<file path="config.mk">
export PLATFORM = sky130hd
export DESIGN_NAME = edo_wr_seq
export DESIGN_NICKNAME = d
export VERILOG_FILES = /design/src/rtl/edo_seq_pkg.sv /design/src/rtl/edo_phase_timer.sv /design/src/rtl/edo_dq_path.sv /design/src/rtl/edo_seq_ctrl.sv /design/src/rtl/edo_wr_seq.sv
export SDC_FILE = /design/constraint.sdc
export NUM_CORES = 1
export LEC_CHECK = 0
export BUFFER_PORTS_ARGS = -buffer_cell sky130_fd_sc_hd__buf_4
export CAP_MARGIN = 20
export CELL_PAD_IN_SITES_DETAIL_PLACEMENT = 0
export CELL_PAD_IN_SITES_GLOBAL_PLACEMENT = 1
export CORE_ASPECT_RATIO = 1.5
export CORE_UTILIZATION = 37
export DETAILED_ROUTE_END_ITERATION = 12
export PLACE_DENSITY_LB_ADDON = 0.05
export SLEW_MARGIN = 20
export SYNTH_ARGS = -nofsm -noshare
export SYNTH_HDL_FRONTEND = slang
export SYNTH_SLANG_ARGS = --single-unit
</file>
<file path="constraint.sdc">
create_clock -name clk -period 4.1 [get_ports clk]
set_input_delay 0.82 -clock clk [delete_from_list [all_inputs] [get_ports clk]]
set_output_delay 0.82 -clock clk [all_outputs]
set_load 0.01 [all_outputs]
</file>
<file path="src/rtl/edo_seq_pkg.sv">
package edo_seq_pkg;
  typedef enum logic [1:0] {
    K_EARLY   = 2'b00,
    K_DELAYED = 2'b01,
    K_RMW     = 2'b10,
    K_NONE    = 2'b11
  } wr_kind_e;

  typedef enum logic [2:0] {
    S_IDLE, S_ROW, S_WSET, S_COL, S_OEOFF, S_DSET, S_WLO, S_PRE
  } seq_state_e;
endpackage

</file>
<file path="src/rtl/edo_phase_timer.sv">
module edo_phase_timer #(
  parameter int CW = 4
) (
  input  logic          clk,
  input  logic          rst,
  input  logic          load,
  input  logic [CW-1:0] load_val,
  output logic          done
);
  logic [CW-1:0] cnt;

  always_ff @(posedge clk) begin
    if (rst)             cnt <= '0;
    else if (load)       cnt <= load_val;
    else if (cnt != '0)  cnt <= cnt - 1'b1;
  end

  assign done = (cnt == '0);
endmodule

</file>
<file path="src/rtl/edo_dq_path.sv">
module edo_dq_path #(
  parameter int DW = 16
) (
  input  logic          clk,
  input  logic          rst,
  input  logic          accept,
  input  logic          capture,
  input  logic [DW-1:0] wr_data,
  input  logic [DW-1:0] dq_in,
  output logic [DW-1:0] dq_out,
  output logic [DW-1:0] rd_data
);
  always_ff @(posedge clk) begin
    if (rst) begin
      dq_out  <= '0;
      rd_data <= '0;
    end else begin
      if (accept)  dq_out  <= wr_data;
      if (capture) rd_data <= dq_in;
    end
  end
endmodule

</file>
<file path="src/rtl/edo_seq_ctrl.sv">
module edo_seq_ctrl
  import edo_seq_pkg::*;
#(
  parameter int CW    = 4,
  parameter int T_RCD = 2,
  parameter int T_DS  = 2,
  parameter int T_DH  = 2,
  parameter int T_CWD = 2,
  parameter int T_ACC = 4,
  parameter int T_OEZ = 1,
  parameter int T_RP  = 2
) (
  input  logic          clk,
  input  logic          rst,
  input  logic          req_valid,
  input  logic [1:0]    req_kind,
  input  logic          done,
  output logic          load,
  output logic [CW-1:0] load_val,
  output logic          accept,
  output logic          capture,
  output logic          req_ack,
  output logic          ras_n,
  output logic          cas_n,
  output logic          we_n,
  output logic          oe_n,
  output logic          dq_oe
);
  seq_state_e state, state_nxt;
  wr_kind_e   kind, kind_nxt;

  function automatic int phase_len(seq_state_e s, wr_kind_e k);
    case (s)
      S_ROW:   return T_RCD;
      S_WSET:  return T_DS;
      S_COL:   return (k == K_EARLY) ? T_DH : ((k == K_RMW) ? T_ACC : T_CWD);
      S_OEOFF: return T_OEZ;
      S_DSET:  return T_DS;
      S_WLO:   return T_DH;
      S_PRE:   return T_RP;
      default: return 1;
    endcase
  endfunction

  assign accept  = (state == S_IDLE) && req_valid && (req_kind != K_NONE);
  assign capture = (state == S_COL) && (kind == K_RMW) && done;

  always_comb begin
    state_nxt = state;
    kind_nxt  = kind;
    case (state)
      S_IDLE: if (accept) begin
        state_nxt = S_ROW;
        kind_nxt  = wr_kind_e'(req_kind);
      end
      S_ROW:   if (done) state_nxt = (kind == K_EARLY) ? S_WSET : S_COL;
      S_WSET:  if (done) state_nxt = S_COL;
      S_COL:   if (done) state_nxt = (kind == K_EARLY) ? S_PRE :
                                     ((kind == K_RMW) ? S_OEOFF : S_DSET);
      S_OEOFF: if (done) state_nxt = S_DSET;
      S_DSET:  if (done) state_nxt = S_WLO;
      S_WLO:   if (done) state_nxt = S_PRE;
      S_PRE:   if (done) state_nxt = S_IDLE;
      default: state_nxt = S_IDLE;
    endcase
  end

  assign load     = (state_nxt != state);
  assign load_val = CW'(phase_len(state_nxt, kind_nxt) - 1);

  always_ff @(posedge clk) begin
    if (rst) begin
      state   <= S_IDLE;
      kind    <= K_EARLY;
      ras_n   <= 1'b1;
      cas_n   <= 1'b1;
      we_n    <= 1'b1;
      oe_n    <= 1'b1;
      dq_oe   <= 1'b0;
      req_ack <= 1'b0;
    end else begin
      state   <= state_nxt;
      kind    <= kind_nxt;
      ras_n   <= !(state_nxt inside {S_ROW, S_WSET, S_COL, S_OEOFF, S_DSET, S_WLO});
      cas_n   <= !(state_nxt inside {S_COL, S_OEOFF, S_DSET, S_WLO});
      we_n    <= !((state_nxt == S_WSET) || (state_nxt == S_WLO) ||
                   ((state_nxt == S_COL) && (kind_nxt == K_EARLY)));
      oe_n    <= !((state_nxt == S_COL) && (kind_nxt == K_RMW));
      dq_oe   <= (state_nxt == S_WSET) || (state_nxt == S_DSET) || (state_nxt == S_WLO) ||
                 ((state_nxt == S_COL) && (kind_nxt == K_EARLY));
      req_ack <= (state_nxt == S_PRE) && (state != S_PRE);
    end
  end
endmodule

</file>
<file path="src/rtl/edo_wr_seq.sv">
module edo_wr_seq #(
  parameter int DW    = 16,
  parameter int T_RCD = 2,
  parameter int T_DS  = 2,
  parameter int T_DH  = 2,
  parameter int T_CWD = 2,
  parameter int T_AA  = 3,
  parameter int T_CAC = 2,
  parameter int T_CPA = 4,
  parameter int T_OEZ = 1,
  parameter int T_RP  = 2
) (
  input  logic          clk,
  input  logic          rst,
  input  logic          req_valid,
  input  logic [1:0]    req_kind,
  input  logic [DW-1:0] wr_data,
  output logic          req_ack,
  output logic [DW-1:0] rd_data,
  output logic          ras_n,
  output logic          cas_n,
  output logic          we_n,
  output logic          oe_n,
  output logic          dq_oe,
  output logic [DW-1:0] dq_out,
  input  logic [DW-1:0] dq_in
);
  localparam int T_AC2 = (T_AA > T_CAC) ? T_AA : T_CAC;
  localparam int T_ACC = (T_AC2 > T_CPA) ? T_AC2 : T_CPA;
  localparam int T_M1  = (T_RCD > T_DS) ? T_RCD : T_DS;
  localparam int T_M2  = (T_DH > T_CWD) ? T_DH : T_CWD;
  localparam int T_M3  = (T_OEZ > T_RP) ? T_OEZ : T_RP;
  localparam int T_M4  = (T_M1 > T_M2) ? T_M1 : T_M2;
  localparam int T_M5  = (T_M3 > T_ACC) ? T_M3 : T_ACC;
  localparam int T_MAX = (T_M4 > T_M5) ? T_M4 : T_M5;
  localparam int CW    = $clog2(T_MAX + 1);

  logic          load, done, accept, capture;
  logic [CW-1:0] load_val;

  edo_seq_ctrl #(
    .CW(CW), .T_RCD(T_RCD), .T_DS(T_DS), .T_DH(T_DH), .T_CWD(T_CWD),
    .T_ACC(T_ACC), .T_OEZ(T_OEZ), .T_RP(T_RP)
  ) u_ctrl (
    .clk(clk), .rst(rst), .req_valid(req_valid), .req_kind(req_kind),
    .done(done), .load(load), .load_val(load_val), .accept(accept),
    .capture(capture), .req_ack(req_ack), .ras_n(ras_n), .cas_n(cas_n),
    .we_n(we_n), .oe_n(oe_n), .dq_oe(dq_oe)
  );

  edo_phase_timer #(.CW(CW)) u_timer (
    .clk(clk), .rst(rst), .load(load), .load_val(load_val), .done(done)
  );

  edo_dq_path #(.DW(DW)) u_dq (
    .clk(clk), .rst(rst), .accept(accept), .capture(capture),
    .wr_data(wr_data), .dq_in(dq_in), .dq_out(dq_out), .rd_data(rd_data)
  );
endmodule

</file>
==> impl_results.md, run 1 <==
- Hold path start: u_dq.dq_out[0]
- Clock root buffer: clkbuf_8
- Initial cell density of the core: 0.385
- Largest vdd supply drop: 0.221 mV
- Post-synthesis cell area: 1860 um2
- Number of levels in the clock H-tree: 2
- Largest driver fanout on the critical path: 10
- Part of the Yosys area used for sequential elements: 0.494
- FMAX: 410 MHz
- Setup repair after global routing missed its margin: false
- Layout overhead on the synthesized area: 35.5%
- Data required, critical path: 4310 ps
- Worst path max stage delay: 530 ps
- Worst-case clock skew: 6.82 ps
- Layout fillers: 488
- Dominant cells by area after synthesis: dfxtp_1, mux2i_1, nand2_1
- Arrival time reported for the critical path endpoint: 2650 ps
- Clock-pin slew of the registers on the worst-case setup and hold paths: 80 ps
- Count of maximum capacitance violations: 0
- Floorplan die width: 60.0 um
- Maximum number of pins on one net before global-route repair: 45
- Cell Pwr Density: 504 nW/um2
- I/O pin total: 75
- Largest family of logic cells by synthesized area: simple AND/OR/NAND/NOR gates
- Post-Synthesis Mean Instance Area: 9.01 um2
- Area of the core: 4850 um2
- Syn Inst Count: 207
- Final core utilization: 0.521
- Hold Worst Slack: 458 ps
- Synth cell count leaders: dfxtp_1, nand2_1, nor2_1
- Area of combinational cells with multiple inputs: 861 um2
- Setup_tns: 0 ps
- Sequential cell area: 921 um2
- Fin crit share: 0.594
- Xor/xnor cell area share of the yosys netlist: 0.0188
- Die Outline Area: 5330 um2
- Post-CTS setup buffers: 0
- Number of remaining DRC errors: 0
- Die span in y: 88.9 um
- Synth Flop Type: dfxtp_1
- Final setup violation count: 0
- Capturing point of the worst reg2reg path: u_timer.cnt[1]
- Synth Register Bits: 46
- Layout cell share with drive strength beyond 1: 0.315
- Cts hold-fix bufs: 0
- Per-cell routed wire length: 12.4 um
- Type of origin of the critical path: register
- Number of global-route vias before repair: 1,438
- Logic depth of the worst register-to-register path: 7
- Number of slew-limit violations in the final report: 0
- Post-layout min period: 2440 ps
- CTS Buffer Depth: 2
- Fin. Hold Viols: 0
- Worst hold path type: reg2reg
- Library cell with the largest summed area after synthesis: dfxtp_1
- Count of different cell masters after synthesis: 38
- Wire length of the first global-routing pass: 6.56 mm
- TritonRoute pass-1 iters: 4
- Adder-cell share of the synthesized area: 0.0134
- Placement Rows: 31
- Simple-gate share of the synthesized area: 0.212
- Relative slew margins: 0.419
- DR vias/cell: 4.79
- Crit-path cells: inv_1 -> ha_1 -> nor2b_1 -> a221oi_1 -> a311o_1 -> or4_4 -> o32ai_2
- GRT Resource Usage Total: 0.168
- Final layout net count: 314
- Antenna violations before repair: 0
- Outcome: finished, final reports clean
- Area of placed instances: 2430 um2
- Total CTS buffers: 5
- RR Startpoint: u_timer.cnt[0]
- Detailed Route WL: 4.26 mm
- Number of flops mapped to enable cells by yosys: 0
- Number of buffers and inverters on the critical path: 1
- Slowest stage cell, crit path: nor2b_1
- Worst setup path startpoint: u_timer.cnt[0]
- Residual antenna-violating net count after detailed routing: 0
- Post-synthesis mux area share: 0.0859
- Top-area cell type share of the netlist area: 0.494
- Count of yosys warnings during synthesis: 0
- End of the worst hold path: u_dq.dq_out[0]
- Worst slew pin tran: 869 ps
- Total leakage power: 1.20 nW
- ANT cells: 0
- Number of buffer cells added on primary ports: 74
- Share of async-settable or async-resettable flops after synthesis: 0
- Violation count after the first detailed-routing iteration: 74
- Fraction of the mapped netlist area in compound gates: 0.132
- Reg-to-reg setup timing slack: 1660 ps
- Cell type group with the largest total delay on the critical path: simple AND/OR/NAND/NOR gates
- Clock insertion delay at the later pin of the skew report: 290 ps
- Remaining Overflow, GRT: 0
- Post-route cell area: 2530 um2
- TritonCTS sink count: 46
- RD Place Congestion: 0.851
- Hold path depth: 2
- Syn Nets: 246
- Most used standard cell by instance count after synthesis: dfxtp_1
- Critical path capture point type: register
- Final HPWL from detailed placement: 3.02 mm
- Count of vias placed by the detailed router: 1,638
- CTS tree: yes
- Critical path start-end classification: reg2reg
- PostCTS Resize Cnt: 0
[cells by family (layout without fill, tap and decap cells)]
group,count (synthesis),in the layout
xor gates and xnor gates,4,4
buffers and inverters,17,86
DFF,46,46
muxes,16,16
AOI/OAI and AO/OA,36,36
and+or+nand+nor,86,86
adders and majority gates,2,2
[layout by cell type, fill, tap and decap left out, drive strengths merged, types with 2 or more instances in the layout]
master	n
buf	74
xor2	2
nand2b	2
a31oi	3
a21oi	19
dfxtp	46
a221oi	2
nor4	2
ha	2
nor3	5
nor2	30
o221ai	2
nor2b	2
clkbuf	7
xnor2	2
inv	4
nand3	2
nand2	37
mux2i	16
a311oi	2
[sequential cells by signal (all words and copies together) (netlist names)]
name / count
u_ctrl.dq_oe: 1
u_ctrl.cas_n: 1
u_dq.rd_data: 16
u_ctrl.kind: 2
u_ctrl.req_ack: 1
u_timer.cnt: 3
u_ctrl.oe_n: 1
u_ctrl.ras_n: 1
u_ctrl.state: 3
u_dq.dq_out: 16
u_ctrl.we_n: 1
[cell type report]
cell class | instances | area share
timing repair buffer | 74 | 0.220
clock inverter | 1 | 0.00198
clock buffer | 7 | 0.0342
multi-input combinational | 144 | 0.341
inverter | 4 | 0.00594
sequential | 46 | 0.365
tap | 66 | 0.0327
[worst max-delay path by stage]
stage | end | slack, ps | cells past startpoint
6_report | u_timer.cnt[1] | 1660 | 7
2_1_floorplan | u_timer.cnt[1] | 1910 | 6
5_1_grt | u_timer.cnt[1] | 1500 | 7
3_5_place_dp | u_dq.dq_out[9] | 1610 | 5
4_1_cts | u_timer.cnt[1] | 1670 | 7
3_3_place_gp | u_dq.dq_out[15] | 1630 | 5
[where the power goes]
group	total [mW]	leakage (nW)	switching, mW	internal [mW]
registers	0.561	0.375	0.0533	0.508
clock network	0.277	0.0482	0.141	0.136
logic	0.435	0.774	0.241	0.194
total	1.27	1.20	0.435	0.838
[metal layers]
metal / routed length, um / global-route usage
met3: 264 / 0.0724
met2: 2080 / 0.274
met5: 0 / 0
met4: 115 / 0.0867
met1: 1790 / 0.182
[worst reg2reg max path, cell delays in order, from the launching register on]
cell and delay, ps:
dfxtp_1 330, inv_1 80, ha_1 180, nor2b_1 530
a221oi_1 220, a311o_1 380, or4_4 520, o32ai_2 120
[stage by stage]
step,setup slack [ps],instances,power (mW)
global placement,1630,334,1.01
finish,1660,342,1.27
floorplan,1910,207,0.875
CTS,1670,342,1.30
detailed placement,1610,334,1.01
global route,1500,342,1.37
Note: power is estimated with default switching activity, not from simulation.
==> run 2: changes to the inputs <==
CORE_UTILIZATION = 34   (was 37)
clock period = 2.4 ns   (was 4.1 ns; I/O delays follow)
==> run 2 against run 1 <==
- worst setup slack got worse by 1300 ps
- core utilization shrank 2.1 points
- hold slack lost 50 ps
- clock skew is 3.4 ps higher
- die area increased by 8.6%
- cell count rose by 2.9%
- non-clock buffer count is 8 higher
- largest power group unchanged
==> impl_results.md, run 2 (synthesis results as in run 1) <==
- TritonRoute pass-1 iters: 5 (+1)
- Final layout net count: 322 (+2.5%)
- Total leakage power: 1.24 nW (+3.7%)
- Count of vias placed by the detailed router: 1,679 (+2.5%)
- Worst hold path type: in2reg
- Outcome: finished, final reports clean
- Number of levels in the clock H-tree: 2 (unchanged)
- Die Outline Area: 5790 um2 (+8.6%)
- Hold Worst Slack: 408 ps (-49.6 ps)
- Worst slew pin tran: 466 ps (-403 ps)
- Largest vdd supply drop: 0.409 mV (+85%)
- Setup WS post-layout: 331 ps (-1330 ps)
- Type of origin of the critical path: register
- Detailed Route WL: 4.47 mm (+5.0%)
- Cts hold-fix bufs: 0 (unchanged)
- Hold path depth: 3 (+1)
- Maximum number of pins on one net before global-route repair: 45 (unchanged)
- Worst path max stage delay: 500 ps (-30 ps)
- Hold path start: dq_in[11]
- CTS Buffer Depth: 2 (unchanged)
- Residual antenna-violating net count after detailed routing: 0 (unchanged)
- Antenna violations before repair: 0 (unchanged)
- Placement Rows: 32 (+3.2%)
- Per-cell routed wire length: 12.7 um (+2.0%)
- Total CTS buffers: 5 (unchanged)
- Critical path start-end classification: reg2reg
- Crit-path cells: inv_1 -> ha_1 -> nor2b_1 -> a221oi_1 -> a311o_1 -> or4_4 -> o32ai_2
- RR Startpoint: u_timer.cnt[0]
- Number of slew-limit violations in the final report: 0 (unchanged)
- Final core utilization: 0.500 (-0.0210)
- Post-layout min period: 2070 ps (-368 ps)
- Fin crit share: 0.862 (+0.268)
- Arrival time reported for the critical path endpoint: 2270 ps (-380 ps)
- Critical path capture point type: register
- Registers with the most flip-flops: u_dq.dq_out (16), u_dq.rd_data (16)
- Number of global-route vias before repair: 1,615 (+12%)
- End of the worst hold path: u_dq.rd_data[11]
- Die span in y: 92.7 um (+4.2%)
- Worst-case clock skew: 10.2 ps (+3.38 ps)
- Floorplan die width: 62.5 um (+4.2%)
- ANT cells: 0 (unchanged)
- Violation count after the first detailed-routing iteration: 99 (+34%)
- Top library cells by usage in the layout, fill and taps aside: buf_4, dfxtp_1, nand2_1, nor2_1, a21oi_1
- Logic depth of the worst register-to-register path: 7 (unchanged)
- Setup repair after global routing missed its margin: false
- Final setup violation count: 0 (unchanged)
- Capturing point of the worst reg2reg path: u_timer.cnt[1]
- Area of the core: 5200 um2 (+7.4%)
- FMAX: 483 MHz (+18%)
- Post-CTS setup buffers: 0 (unchanged)
- I/O pin total: 75 (unchanged)
- Layout fillers: 543 (+11%)
- Number of buffer cells added on primary ports: 74 (unchanged)
- Relative slew margins: 0.690 (+0.270)
- Slowest stage cell, crit path: or4_4
- Number of remaining DRC errors: 0 (unchanged)
- Clock root buffer: clkbuf_8
- Clock insertion delay at the later pin of the skew report: 300 ps (about the same)
- GRT Resource Usage Total: 0.160 (-0.00814)
- Cell Pwr Density: 891 nW/um2 (+77%)
- Data required, critical path: 2610 ps (-1700 ps)
- TritonCTS sink count: 46 (unchanged)
- Initial cell density of the core: 0.358 (-0.0263)
- Largest driver fanout on the critical path: 5 (-5)
- Fin. Hold Viols: 0 (unchanged)
- DR vias/cell: 4.77 (-0.41%)
- Layout overhead on the synthesized area: 39.6%
- Worst setup path startpoint: u_timer.cnt[0]
- Worst-case setup slack after placement: 383 ps (-1230 ps)
- Wire length of the first global-routing pass: 7.24 mm (+10%)
- RD Place Congestion: 0.782 (-8.1%)
- Layout cell share with drive strength beyond 1: 0.338 (+0.0228)
- Reg-to-reg setup timing slack: 330 ps (-1330 ps)
- Count of maximum capacitance violations: 0 (unchanged)
- Most common cell after layout, fill and taps aside: buf_4
- Clock-pin slew of the registers on the worst-case setup and hold paths: 90 ps (about the same)
- PostCTS Resize Cnt: 0 (unchanged)
- Final HPWL from detailed placement: 3.21 mm (+6.2%)
- Setup_tns: 0 ps (unchanged)
- CTS tree: yes
- Remaining Overflow, GRT: 0 (unchanged)
run 2: changes by cell type in the layout (fill, tap and decap cells not counted):
cell / previous run / this run
clkbuf_1: 1 / 0
clkinv_4: 0 / 1
clkinv_2: 1 / 0
buf_4: 74 / 82
clkbuf_8: 6 / 7
run 2: power by group:
part / internal, mW / switching [mW] / total [mW]
registers: 0.868 / 0.0825 / 0.951
clock network: 0.264 / 0.258 / 0.522
logic: 0.403 / 0.443 / 0.846
run 2: final cells by class:
class / count / area, um2 / share of cell area
tap: 68 / 85.1 / 0.0327
timing repair buffer: 82 / 616 / 0.237
clock inverter: 1 / 8.76 / 0.00337
multi-input combinational: 144 / 861 / 0.331
sequential: 46 / 921 / 0.354
clock buffer: 7 / 96.3 / 0.0370
inverter: 4 / 15.0 / 0.00577
run 2: critical path: cells and delay by family (launching register included):
family                     cells  cell delay [ps]
AOI/OAI and AO/OA              3              600
adders and majority gates      1              180
buffers and inverters          1               80
DFF                            1              330
and+or+nand+nor                2              790
run 2: metrics by stage:
step / instance area (um2) / instances / power [mW]
floorplan: 1860 / 207 / 1.49
global route: 2600 / 352 / 2.48
detailed placement: 2500 / 344 / 1.82
global placement: 2500 / 344 / 1.84
CTS: 2600 / 352 / 2.35
finish: 2600 / 352 / 2.32
run 2: worst max path at each step:
stage	endpoint	slack, ps	cells after the start
finish	u_timer.cnt[1]	330	7
floorplan	u_timer.cnt[1]	440	8
global placement	u_timer.cnt[1]	400	7
CTS	u_timer.cnt[1]	340	7
global route	u_timer.cnt[1]	180	7
detailed placement	u_timer.cnt[1]	380	7
run 2: per-layer routing:
layer  share of wire  track usage  wire length [um]
met5               0            0                 0
met4           0.028       0.0814               127
met3           0.056       0.0456               248
met2            0.52        0.290              2310
met1            0.40        0.164              1780
